File: src/rtl/tpat_pkg.sv
package tpat_pkg;

  localparam int unsigned SMP_W = 16;

  typedef enum logic [2:0] {
    M_ADC    = 3'd0,
    M_TOGGLE = 3'd1,
    M_RAMP   = 3'd2,
    M_SINE   = 3'd3,
    M_PRBS   = 3'd4,
    M_CHRAMP = 3'd5,
    M_SQUARE = 3'd6,
    M_RSVD   = 3'd7
  } tpat_mode_e;

  // 8-point sine, mid-scale offset, full-scale amplitude
  function automatic logic [SMP_W-1:0] sine_word(input logic [2:0] idx);
    logic [SMP_W-1:0] w;
    case (idx)
      3'd0:    w = 16'h8000;
      3'd1:    w = 16'hDA82;
      3'd2:    w = 16'hFFFF;
      3'd3:    w = 16'hDA82;
      3'd4:    w = 16'h8000;
      3'd5:    w = 16'h257E;
      3'd6:    w = 16'h0001;
      default: w = 16'h257E;
    endcase
    return w;
  endfunction

  // alternating pattern chosen by sample parity
  function automatic logic [SMP_W-1:0] toggle_word(input logic odd);
    return odd ? 16'hAAAA : 16'h5555;
  endfunction

endpackage

File: src/rtl/tpat_seqgen.sv
module tpat_seqgen #(
  parameter int unsigned CNT_W = 16
) (
  input  logic             clk,
  input  logic             rst_n,
  input  logic             adv,
  output logic [CNT_W-1:0] idx
);

  always_ff @(posedge clk) begin
    if (!rst_n)   idx <= '0;
    else if (adv) idx <= idx + 1'b1;
  end

endmodule

File: src/rtl/tpat_prbs.sv
module tpat_prbs #(
  parameter int unsigned LEN   = 23,
  parameter int unsigned TAP   = 18,
  parameter int unsigned STEPS = 16,
  parameter int unsigned OUT_W = 16,
  parameter logic [LEN-1:0] SEED = 1
) (
  input  logic             clk,
  input  logic             rst_n,
  input  logic             adv,
  output logic [LEN-1:0]   state,
  output logic [OUT_W-1:0] word_nxt
);

  logic [LEN-1:0] chain [0:STEPS];

  assign chain[0] = state;

  genvar g;
  generate
    for (g = 0; g < STEPS; g++) begin : g_step
      assign chain[g+1] = {chain[g][LEN-2:0], chain[g][LEN-1] ^ chain[g][TAP-1]};
    end
  endgenerate

  assign word_nxt = chain[STEPS][OUT_W-1:0];

  always_ff @(posedge clk) begin
    if (!rst_n)   state <= SEED;
    else if (adv) state <= chain[STEPS];
  end

endmodule

File: src/rtl/tpat_square.sv
module tpat_square #(
  parameter int unsigned W = 16
) (
  input  logic         clk,
  input  logic         rst_n,
  input  logic         adv,
  input  logic [W-1:0] period,
  input  logic [W-1:0] width,
  input  logic [W-1:0] lo,
  input  logic [W-1:0] hi,
  output logic [W-1:0] phase,
  output logic [W-1:0] level
);

  logic [W:0] phase_inc;
  logic       wrap;

  assign phase_inc = {1'b0, phase} + 1'b1;
  assign wrap      = phase_inc >= {1'b0, period};
  assign level     = (phase < width) ? hi : lo;

  always_ff @(posedge clk) begin
    if (!rst_n)   phase <= '0;
    else if (adv) phase <= wrap ? '0 : phase_inc[W-1:0];
  end

endmodule

File: src/rtl/tpat_mux.sv
module tpat_mux
  import tpat_pkg::*;
#(
  parameter int unsigned CH_W   = 6,
  parameter int unsigned RAMP_W = 10,
  parameter int unsigned CNT_W  = 16
) (
  input  tpat_mode_e       mode,
  input  logic [SMP_W-1:0] adc,
  input  logic [CNT_W-1:0] idx,
  input  logic [CH_W-1:0]  chan,
  input  logic [SMP_W-1:0] prbs_word,
  input  logic [SMP_W-1:0] sq_level,
  output logic [SMP_W-1:0] word
);

  always_comb begin
    case (mode)
      M_ADC:    word = adc;
      M_TOGGLE: word = toggle_word(idx[0]);
      M_RAMP:   word = idx[SMP_W-1:0];
      M_SINE:   word = sine_word(idx[2:0]);
      M_PRBS:   word = prbs_word;
      M_CHRAMP: word = {chan, idx[RAMP_W-1:0]};
      M_SQUARE: word = sq_level;
      default:  word = '0;
    endcase
  end

endmodule

File: src/rtl/tpat_src.sv
module tpat_src
  import tpat_pkg::*;
#(
  parameter int unsigned CH_W      = 6,
  parameter int unsigned PRBS_LEN  = 23,
  parameter int unsigned PRBS_TAP  = 18
) (
  input  logic             clk,
  input  logic             rst_n,
  input  logic             smp_vld,
  input  logic [15:0]      adc_smp,
  input  logic [CH_W-1:0]  chan_id,
  input  logic [2:0]       mode_sel,
  input  logic [15:0]      sq_period,
  input  logic [15:0]      sq_width,
  input  logic [15:0]      sq_lo,
  input  logic [15:0]      sq_hi,
  output logic [15:0]      out_smp,
  output logic             out_vld
);

  localparam int unsigned RAMP_W = SMP_W - CH_W;
  localparam int unsigned CNT_W  = SMP_W;

  logic [CNT_W-1:0]    smp_idx;
  logic [PRBS_LEN-1:0] prbs_state;
  logic [SMP_W-1:0]    prbs_word;
  logic [SMP_W-1:0]    sq_phase;
  logic [SMP_W-1:0]    sq_level;
  logic [SMP_W-1:0]    mux_word;
  tpat_mode_e          mode;

  assign mode = tpat_mode_e'(mode_sel);

  tpat_seqgen #(.CNT_W(CNT_W)) u_seq (
    .clk(clk), .rst_n(rst_n), .adv(smp_vld), .idx(smp_idx)
  );

  tpat_prbs #(
    .LEN(PRBS_LEN), .TAP(PRBS_TAP), .STEPS(SMP_W), .OUT_W(SMP_W), .SEED(1)
  ) u_prbs (
    .clk(clk), .rst_n(rst_n), .adv(smp_vld),
    .state(prbs_state), .word_nxt(prbs_word)
  );

  tpat_square #(.W(SMP_W)) u_sq (
    .clk(clk), .rst_n(rst_n), .adv(smp_vld),
    .period(sq_period), .width(sq_width), .lo(sq_lo), .hi(sq_hi),
    .phase(sq_phase), .level(sq_level)
  );

  tpat_mux #(.CH_W(CH_W), .RAMP_W(RAMP_W), .CNT_W(CNT_W)) u_mux (
    .mode(mode), .adc(adc_smp), .idx(smp_idx), .chan(chan_id),
    .prbs_word(prbs_word), .sq_level(sq_level), .word(mux_word)
  );

  always_ff @(posedge clk) begin
    if (!rst_n) begin
      out_smp <= '0;
      out_vld <= 1'b0;
    end else begin
      out_vld <= smp_vld;
      if (smp_vld) out_smp <= mux_word;
    end
  end

endmodule

File: config.mk
export PLATFORM = sky130hd
export DESIGN_NAME = tpat_src
export DESIGN_NICKNAME = d
export VERILOG_FILES = /design/src/rtl/tpat_pkg.sv /design/src/rtl/tpat_seqgen.sv /design/src/rtl/tpat_prbs.sv /design/src/rtl/tpat_square.sv /design/src/rtl/tpat_mux.sv /design/src/rtl/tpat_src.sv
export SDC_FILE = /design/constraint.sdc
export NUM_CORES = 1
export LEC_CHECK = 0
export ABC_AREA = 1
export BUFFER_PORTS_ARGS = -buffer_cell sky130_fd_sc_hd__buf_2
export CAP_MARGIN = 40
export CORE_MARGIN = 2
export CORE_UTILIZATION = 30
export CTS_CLUSTER_SIZE = 14
export DETAILED_ROUTE_END_ITERATION = 7
export PLACE_DENSITY = 0.61
export SLEW_MARGIN = 20
export SYNTH_ARGS = -nofsm -noshare
export SYNTH_HDL_FRONTEND = slang
export SYNTH_SLANG_ARGS = --single-unit
File: constraint.sdc
create_clock -name clk -period 2.4 [get_ports clk]
set_input_delay 0.6 -clock clk [delete_from_list [all_inputs] [get_ports clk]]
set_output_delay 0.6 -clock clk [all_outputs]
set_load 0.05 [all_outputs]
==> results of run 1 <==
-- synth_stat cells --
master	number	share of area (%)
a211oi_1	5	0.72
a21oi_1	61	5.9
a21oi_2	10	1.7
a22o_1	1	0.17
a31o_2	1	0.17
a41oi_1	1	0.17
and3_1	1	0.12
buf_2	6	0.58
buf_4	3	0.43
buf_6	2	0.43
clkbuf_1	18	1.3
clkinv_1	1	0.072
dfxtp_1	72	28
ha_1	37	8.9
inv_1	135	9.7
inv_2	12	0.86
inv_4	1	0.12
nand2_1	157	11
nand2_2	13	1.6
nand2_4	2	0.43
nand3_1	45	4.3
nand3_2	2	0.38
nand3b_1	1	0.14
nand3b_2	1	0.22
nand4_1	23	2.8
nor2_1	59	4.2
nor2_4	2	0.43
nor3_1	13	1.2
nor3_2	8	1.5
nor3_4	2	0.62
nor3b_1	1	0.14
o2111ai_1	4	0.67
o211ai_1	10	1.4
o21ai_0	35	3.4
o21ai_1	7	0.67
o21bai_1	1	0.14
o22ai_1	1	0.12
o2bb2ai_1	1	0.17
xnor2_1	8	1.3
xor2_1	23	3.9
-- power breakdown --
| part | internal (mW) | total, mW | switching (mW) |
|---|---|---|---|
| combinational | 0.221 | 0.590 | 0.369 |
| sequential | 1.25 | 1.30 | 0.0476 |
| clock | 0.808 | 1.36 | 0.548 |
-- sequential cells by signal, summed over array words and instances (netlist names) --
signal / cells
out_smp: 16
out_vld: 1
u_prbs.state: 23
u_seq.idx: 16
u_sq.phase: 16
-- repair_timing --
item,4_1_cts,5_1_grt
cloned,2,0
resized for setup,31,34
setup buffers,6,6
pin swaps,23,35
endpoints found under the setup margin,16,16
-- cells by family after synthesis --
kind of cell               synth area share, %
AOI/OAI and AO/OA                         15.3
xor gates and xnor gates                  5.21
adders and majority gates                 8.87
buffers and inverters                     13.5
DFF                                       27.6
and+or+nand+nor                           29.5
-- worst max-delay path: cells and delay by family (launching register included) --
family	cells	cell delay, ns
and+or+nand+nor	4	0.58
adders and majority gates	2	0.35
buffers and inverters	2	0.24
DFF	1	0.37
xor gates and xnor gates	1	0.22
AOI/OAI and AO/OA	4	0.66
-- layout make-up --
cell class	instances	area, um2
Fill cell	1839	10200
Sequential cell	72	1450
Inverter	149	562
Tap cell	225	282
Timing Repair Buffer	166	1030
Multi-Input combinational cell	536	3360
Clock inverter	6	68.8
Clock buffer	10	229
-- placed cells by master, fill, tap and decap left out, types with 4 or more instances in the layout --
cell,instances
a211oi_1,5
a21oi_1,58
a21oi_2,13
buf_2,108
buf_4,47
buf_6,9
clkbuf_16,9
clkinvlp_4,4
dfxtp_1,67
ha_1,30
ha_4,7
inv_1,129
inv_2,18
nand2_1,151
nand2_2,19
nand3_1,44
nand4_1,23
nor2_1,53
nor2_4,5
nor3_1,8
nor3_2,11
nor3_4,4
o2111ai_1,4
o211ai_1,10
o21ai_0,34
o21ai_1,8
xnor2_1,6
xor2_1,18
-- layer usage --
layer	global-route usage (%)	vias up
li1	-	2823
met1	22.7	2499
met2	28.2	125
met3	4.03	20
met4	5.32	0
met5	0	-
-- path summary, 6_finish.rpt --
check	cells after the start	start	slack, ns	to
min reg2reg	2	u_prbs.state[1]$_SDFFE_PN0P_	0.46	u_prbs.state[17]$_SDFFE_PN0P_
min	2	u_prbs.state[1]$_SDFFE_PN0P_	0.46	u_prbs.state[17]$_SDFFE_PN0P_
max	13	u_sq.phase[1]$_SDFFE_PN0P_	-0.09	u_sq.phase[7]$_SDFFE_PN0P_
max reg2reg	13	u_sq.phase[1]$_SDFFE_PN0P_	-0.09	u_sq.phase[7]$_SDFFE_PN0P_
==> impl_metrics.csv, run 1 <==
group,metric,value,unit
outcome,outcome,"finished with violations",
outcome,violations,"negative setup slack",
sta,fmaxAchievable,0.401,GHz
power,leakage,3.48,nW
sta,min_period_over_period,104,%
detailed_routing,topRoutingLayerUsed,"met4",
power,peakVddDrop,432,uV
power,powerDensity,464,mW/mm2
logic_synthesis,synth_cells,786,
floorplan,io_pins,109,
place,dp_hpwl,11800,um
clocking,cts_tree,"yes",
sta,rsz0062_at_grt,"true",
setup_path,slowest_stage,"dfxtp_4",
logic_synthesis,syn_area,0.00522,mm2
setup_path,max_stage_delay,0.37,ns
detailed_routing,wl_met2,7510,um
clocking,cts_max_level,3,
place,place_congestion,0.913,
logic_synthesis,syn_avg_cell_area,6.64,um2
place,port_buffers,108,
detailed_routing,routed-wl-met3,803,um
detailed_routing,drt-met1-wl,7290,um
global_route,antenna_found_initial,0,
setup_path,start_kind,"flop",
sta,skew,0.00915,ns
setup_path,path_max_fanout,6,
detailed_routing,drt-total-wl,15900,um
floorplan,start_util,30.4,%
job,maxCapViolCount,0,
clocking,worstSkewPairLatency,0.35,ns
floorplan,rows,48,
sta,finalMaxSlewViolations,0,
sta,min_period,2.49,ns
global_route,grt_pass1_wl,25000,um
detailed_routing,vias_per_cell,4.70,
sta,whs,0.458,ns
logic_synthesis,synth_cell_types,40,
setup_path,crit_chain,"ha_4 -> and3_4 -> nand3_4 -> nor2_4 -> xor2_4 -> inv_2 -> ha_4 -> a21oi_2 -> o21bai_1 -> a41oi_2 -> buf_6 -> nand4_1 -> a21oi_1",
clocking,clk_pin_slew,0.06,ns
sta,hold_viol_final,0,
hold_path,min_path_type,"reg -> reg",
setup_path,cp.arrival,2.77,ns
floorplan,die_width,136,um
setup_path,critPathRequiredTime,2.67,ns
sta,finalSetupViolations,16,
global_route,grt_max_degree,70,
setup_path,end_kind,"flop",
detailed_routing,avgRoutedWirePerCell,13.6,um
logic_synthesis,synth_nets,915,
detailed_routing,post-route-drc-count,0,
floorplan,coreArea,0.0172,mm2
power,p_total,3.24,mW
clocking,cts_hold_buffers,0,
setup_path,crit_top_cell,"ha_4",
clocking,clock_sinks,72,
clocking,cts_root_buffer,"clkbuf_16",
sta,slew_headroom,51.5,%
cells_and_area,fin_cells,1164,
cells_and_area,area_delta_synth_final,33.9,%
global_route,gr-total-overflow,0,
logic_synthesis,synth_seq_area_share,27.6,%
floorplan,dieArea,0.0185,mm2
detailed_routing,drt-initial-drc-count,396,
cells_and_area,drive_gt1_share,30.2,%
sta,setup_ws,-0.0935,ns
detailed_routing,vias,5467,
sta,final.setup.tns,-1.23,ns
cells_and_area,nets,1063,
cells_and_area,insertedDiodeCount,0,
logic_synthesis,ys_ff_latch,72,
global_route,grt_use_total,17.3,%
detailed_routing,ant_nets,0,
place,dpl_worst_slack,-0.214,ns
setup_path,crit_type,"reg -> reg",
cells_and_area,fin_area,0.00699,mm2
logic_synthesis,yosysWarnings,0,
detailed_routing,dr.pass1.iters,5,
place,placed_area,0.00628,mm2
global_route,grt_pass1_vias,5075,
floorplan,die_h,136,um
sta,worst_pin_slew,0.727,ns
place,dp_cells,1134,
clocking,cts_buffer_depth,2,
clocking,cts_inserted_buffers,9,
cells_and_area,utilization,40.7,%
(Power assumes the default switching activity.)
==> inputs of run 2 (changes only) <==
CORE_ASPECT_RATIO = 1.2   (was unset)
PLACE_DENSITY = 0.59   (was 0.61)
clock period = 3.09 ns   (was 2.4 ns; I/O delays follow)
==> run 2 against run 1 <==
Net effect: the run now ends clean; critical endpoint is now u_sq.phase[8]$_SDFFE_PN0P_; via count shrank 3.3%; clock power shrank 28%; largest cell class unchanged; total power shrank 25%; fmax shrank 10%; critical path type unchanged; sequential power shrank 22%; clock skew shrank 0.0041 ns; utilization shrank 3.8 points; setup slack gained 0.41 ns.
==> impl_metrics.csv, run 2 (synthesized netlist as in run 1, its figures left out) <==
group,metric,value,unit
detailed_routing,vias_per_cell,4.77,
sta,fmaxAchievable,0.360,GHz
sta,hold_viol_final,0,
place,place_congestion,0.884,
setup_path,r2r-start,"u_sq.phase[0]$_SDFFE_PN0P_",
cells_and_area,fillers,1897,
sta,worst_pin_slew,0.723,ns
power,p_total,2.42,mW
place,dp_hpwl,11500,um
global_route,grt_pass1_wl,24700,um
sta,rsz0062_at_grt,"false",
global_route,grt_use_total,16.6,%
cells_and_area,layout_commonest_cell,"nand2_1",
cells_and_area,largest_register_ffs,23,
setup_path,slowest_stage,"dfxtp_2",
cells_and_area,final_cell_mix,"156 x nand2_1, 135 x inv_1, 108 x buf_2, 71 x dfxtp_1, 61 x a21oi_1",
setup_path,crit_chain,"ha_1 -> and3_1 -> nand3_1 -> nor2_2 -> xor2_1 -> inv_1 -> ha_1 -> nand2_1 -> nor2_1 -> a41oi_1 -> buf_4 -> nand4_1 -> a21oi_1",
power,peakVddDrop,225,uV
cells_and_area,drive_gt1_share,20.9,%
detailed_routing,post-route-drc-count,0,
setup_path,path_max_fanout,16,
clocking,cts_root_buffer,"clkbuf_16",
sta,min_period,2.78,ns
clocking,clk_pin_slew,0.06,ns
sta,finalMaxSlewViolations,0,
setup_path,critPathRequiredTime,3.32,ns
cells_and_area,area_delta_synth_final,20.0,%
detailed_routing,ant_nets,0,
sta,min_period_over_period,89.9,%
setup_path,crit_top_cell,"ha_1",
clocking,clock_sinks,72,
job,maxCapViolCount,0,
setup_path,max_stage_delay,0.40,ns
setup_path,start_kind,"flop",
hold_path,worstHoldEndpoint,"u_prbs.state[17]$_SDFFE_PN0P_",
cells_and_area,nets,1015,
clocking,cts_tree,"yes",
global_route,gr-total-overflow,0,
hold_path,worst_hold_path.num_cells,2,
detailed_routing,avgRoutedWirePerCell,13.7,um
sta,finalSetupViolations,0,
detailed_routing,drt-initial-drc-count,257,
setup_path,cp.arrival,3.01,ns
setup_path,end_kind,"flop",
power,powerDensity,387,mW/mm2
floorplan,start_util,30.7,%
floorplan,die_width,124,um
hold_path,min_path_type,"reg -> reg",
hold_path,min-delay-start,"u_prbs.state[1]$_SDFFE_PN0P_",
outcome,outcome,"completed",
sta,skew,0.00504,ns
power,leakage,3.21,nW
detailed_routing,dr.pass1.iters,4,
setup_path,crit_type,"reg -> reg",
clocking,cts_max_level,3,
cells_and_area,regMostFlops,"u_prbs.state",
clocking,cts_buffer_depth,2,
floorplan,rows,52,
floorplan,dieArea,0.0185,mm2
sta,final.setup.tns,0,ns
floorplan,coreArea,0.0170,mm2
setup_path,r2r_cells,13,
global_route,grt_pass1_vias,4960,
clocking,worstSkewPairLatency,0.34,ns
clocking,cts_inserted_buffers,9,
global_route,antenna_found_initial,1,
place,port_buffers,108,
detailed_routing,vias,5285,
clocking,post-cts-setup-buffers,0,
setup_path,r2r-end,"u_sq.phase[8]$_SDFFE_PN0P_",
floorplan,io_pins,109,
floorplan,die_h,148,um
detailed_routing,drt-total-wl,15200,um
setup_path,reg2reg_slack,0.31,ns
global_route,grt_max_degree,70,
sta,slew_headroom,51.8,%
run 2: cell count changes in the layout (fill, tap and decap cells not counted), sizes merged:
cell | before | now
bufinv | 1 | 0
clkinvlp | 4 | 0
clkbuf | 10 | 15
inv | 149 | 148
diode | 0 | 1
buf | 166 | 118
run 2: layout make-up:
cell class,count,area [um2],share of cell area [%]
multi-input cells,536,3080,49.2
repair buffers,118,636,10.2
inverters,149,562,8.97
flip-flops and latches,72,1440,23.0
diodes,1,2.50,0.0400
well taps,216,270,4.32
clock buffers,15,268,4.28
run 2: worst max-delay path: cells and delay by family, from the launching register on:
kind / cells / cell delay, ns
fa+ha+maj: 2 / 0.49
compound gates: 2 / 0.24
xor+xnor: 1 / 0.23
buf+inv: 2 / 0.30
simple gates: 6 / 1.00
flops: 1 / 0.40
run 2: repair_timing:
item / CTS / global route
hold buffers: 0 / 0
setup endpoints to repair: 0 / 16
resized for setup: 0 / 4
run 2: per-stage QoR:
stage	utilization [%]	hold WS, ns	instances	setup WS, ns	cell area (um2)
after floorplan	-	0.433	786	0.466	5220
after global placement	35.1	0.449	1090	0.227	5950
after detailed placement	35.2	0.456	1091	0.119	5980
after CTS	36.8	0.464	1106	0.0993	6250
after global routing	36.9	0.485	1107	0.0609	6260
final	36.9	0.458	1107	0.312	6260
run 2: how the worst max path moves through the flow:
stage,start,endpoint,cells after the start
6_report,u_sq.phase[0]$_SDFFE_PN0P_,u_sq.phase[8]$_SDFFE_PN0P_,13
3_5_place_dp,u_sq.phase[0]$_SDFFE_PN0P_,u_sq.phase[5]$_SDFFE_PN0P_,14
3_3_place_gp,u_sq.phase[0]$_SDFFE_PN0P_,u_sq.phase[6]$_SDFFE_PN0P_,15
5_1_grt,u_sq.phase[0]$_SDFFE_PN0P_,u_sq.phase[5]$_SDFFE_PN0P_,13
2_1_floorplan,u_sq.phase[0]$_SDFFE_PN0P_,u_sq.phase[5]$_SDFFE_PN0P_,13
4_1_cts,u_sq.phase[0]$_SDFFE_PN0P_,u_sq.phase[5]$_SDFFE_PN0P_,14
run 2: metal layers:
layer  up-vias  GRT usage [%]  part of all wire, %
met1      2414           21.1                   45
met3        30           2.48                  3.1
met5         -              0                    0
met2       113           27.6                   49
li1       2728              -                    -
met4         0           7.81                  2.9
run 2: report_power, final:
| group | leakage, nW | total [mW] | internal (mW) | switching (mW) |
|---|---|---|---|---|
| clock network | 0.130 | 0.974 | 0.584 | 0.390 |
| registers | 0.589 | 1.01 | 0.973 | 0.0381 |
| logic | 2.49 | 0.436 | 0.159 | 0.277 |
==> inputs of run 3 (changes only) <==
CTS_BUF_LIST = sky130_fd_sc_hd__clkbuf_8   (was unset)
==> run 3 against run 2 <==
Net effect: die area unchanged; critical endpoint is now u_sq.phase[5]$_SDFFE_PN0P_; sequential share of layout area up 0.40 points; highest routed layer unchanged; first-iteration DRC count down 2.3%; largest cell class unchanged; final cell count unchanged; critical path depth unchanged; total power down 12%; sequential power about the same; utilization down 0.63 points.
==> impl_metrics.csv, run 3 (synthesized netlist as in run 1, its figures left out) <==
group,metric,value,unit
setup_path,max_stage_delay,0.41,ns
cells_and_area,layout_commonest_cell,"nand2_1",
sta,worst_pin_slew,0.726,ns
floorplan,coreArea,0.0170,mm2
cells_and_area,multi_input_area,0.00308,mm2
setup_path,end_kind,"flop",
clocking,clock_sinks,72,
clocking,cts_root_buffer,"clkbuf_8",
detailed_routing,dr.pass1.iters,4,
setup_path,crit_type,"reg -> reg",
detailed_routing,avgRoutedWirePerCell,13.6,um
floorplan,dieArea,0.0185,mm2
clocking,cts_inserted_buffers,9,
cells_and_area,area_delta_synth_final,18.0,%
power,combPwrFrac,20.5,%
sta,fmaxAchievable,0.360,GHz
setup_path,critPathRequiredTime,3.39,ns
detailed_routing,drt-total-wl,15100,um
place,port_buffers,108,
floorplan,die_width,124,um
detailed_routing,ant_nets,0,
hold_path,min_path_type,"reg -> reg",
clocking,worstSkewPairLatency,0.37,ns
cells_and_area,fillers,1911,
setup_path,cp.arrival,3.08,ns
place,place_congestion,0.884,
power,p_int,1.45,mW
sta,finalSetupViolations,0,
outcome,outcome,"completed",
sta,min_period,2.78,ns
detailed_routing,post-route-drc-count,0,
global_route,grt_pass1_wl,24500,um
floorplan,die_h,148,um
clocking,cts_tree,"yes",
setup_path,reg2reg_slack,0.31,ns
place,dpl_worst_slack,0.119,ns
cells_and_area,utilization,36.2,%
power,p_total,2.12,mW
sta,final.setup.tns,0,ns
floorplan,start_util,30.7,%
cells_and_area,largest_register_ffs,23,
sta,whs,0.460,ns
clocking,cts_max_level,3,
power,p_clk_share,32.0,%
power,leakage,3.16,nW
cells_and_area,regMostFlops,"u_prbs.state",
global_route,antenna_found_initial,1,
global_route,grt_use_total,16.4,%
power,netSwitchingFraction,31.7,%
cells_and_area,final_cell_mix,"156 x nand2_1, 139 x inv_1, 108 x buf_2, 71 x dfxtp_1, 61 x a21oi_1",
power,power.share.sequential,47.5,%
setup_path,start_kind,"flop",
global_route,grt_pass1_vias,4906,
job,maxCapViolCount,0,
cells_and_area,nets,1015,
sta,skew,0.0111,ns
setup_path,path_max_fanout,16,
sta,slew_headroom,51.6,%
sta,finalMaxSlewViolations,0,
place,dp_hpwl,11500,um
power,powerDensity,345,mW/mm2
sta,hold_viol_final,0,
detailed_routing,vias_per_cell,4.74,
setup_path,slowest_stage,"dfxtp_2",
sta,rsz0062_at_grt,"false",
setup_path,crit_chain,"ha_1 -> and3_1 -> nand3_1 -> nor2_2 -> xor2_1 -> inv_1 -> ha_1 -> a21oi_1 -> o21bai_1 -> a41oi_1 -> buf_4 -> nand4_1 -> a21oi_1",
cells_and_area,seqCellArea,0.00144,mm2
cells_and_area,drive_gt1_share,20.9,%
detailed_routing,vias,5249,
power,peakVddDrop,243,uV
clocking,clk_pin_slew,0.08,ns
floorplan,rows,52,
global_route,grt_max_degree,70,
global_route,gr-total-overflow,0,
detailed_routing,drt-initial-drc-count,251,
clocking,cts_buffer_depth,2,
sta,min_period_over_period,89.9,%
floorplan,io_pins,109,
sta,setup_ws,0.313,ns
power,power.switching,0.672,mW
run 3: worst max-delay path, delay by kind of cell, from the launching register on:
kind	cells	cell delay, ns
fa+ha+maj	2	0.49
simple gates	4	0.70
flops	1	0.41
buf+inv	2	0.34
compound gates	4	0.54
xor+xnor	1	0.23
run 3: through the flow:
step                      instances  instance area, um2
after floorplan                 786                5220
after global placement         1090                5950
after detailed placement       1091                5980
after CTS                      1106                6150
after global routing           1107                6150
final                          1107                6150
run 3: final timing paths:
check / startpoint / to / cells past startpoint
worst max register to register: u_sq.phase[0]$_SDFFE_PN0P_ / u_sq.phase[5]$_SDFFE_PN0P_ / 13
worst min-delay path: u_prbs.state[1]$_SDFFE_PN0P_ / u_prbs.state[17]$_SDFFE_PN0P_ / 2
worst max-delay path: u_sq.phase[0]$_SDFFE_PN0P_ / u_sq.phase[5]$_SDFFE_PN0P_ / 13
worst min register to register: u_prbs.state[1]$_SDFFE_PN0P_ / u_prbs.state[17]$_SDFFE_PN0P_ / 2
run 3: what timing repair did:
action | in CTS | in global routing
hold buffers | 0 | 0
setup buffers | 0 | 0
setup endpoints to repair | 0 | 16
hold endpoints to repair | 0 | 0
resized for setup | 0 | 3
run 3: power groups by stage:
stage	clock [mW]	sequential (mW)	combinational (mW)
floorplan	0	1.07	0.240
global placement	0	1.03	0.430
detailed placement	0	1.03	0.436
CTS	0.697	1.01	0.438
global route	0.738	1.02	0.488
finish	0.678	1.01	0.435
run 3: area by class of cell:
cell class | instances | area share (%)
Multi-Input combinational cell | 536 | 50.0
Sequential cell | 72 | 23.4
Timing Repair Buffer | 118 | 10.3
Inverter | 149 | 9.13
Tap cell | 216 | 4.39
Clock buffer | 11 | 2.46
Clock inverter | 4 | 0.244
Antenna cell | 1 | 0.0407
run 3: per-layer routing:
metal	vias to the layer above	wire, um	global-route usage (%)
li1	2731	-	-
met1	2368	6830	21.0
met2	122	7340	27.6
met3	28	501	2.30
met4	0	433	7.19
met5	-	0	0
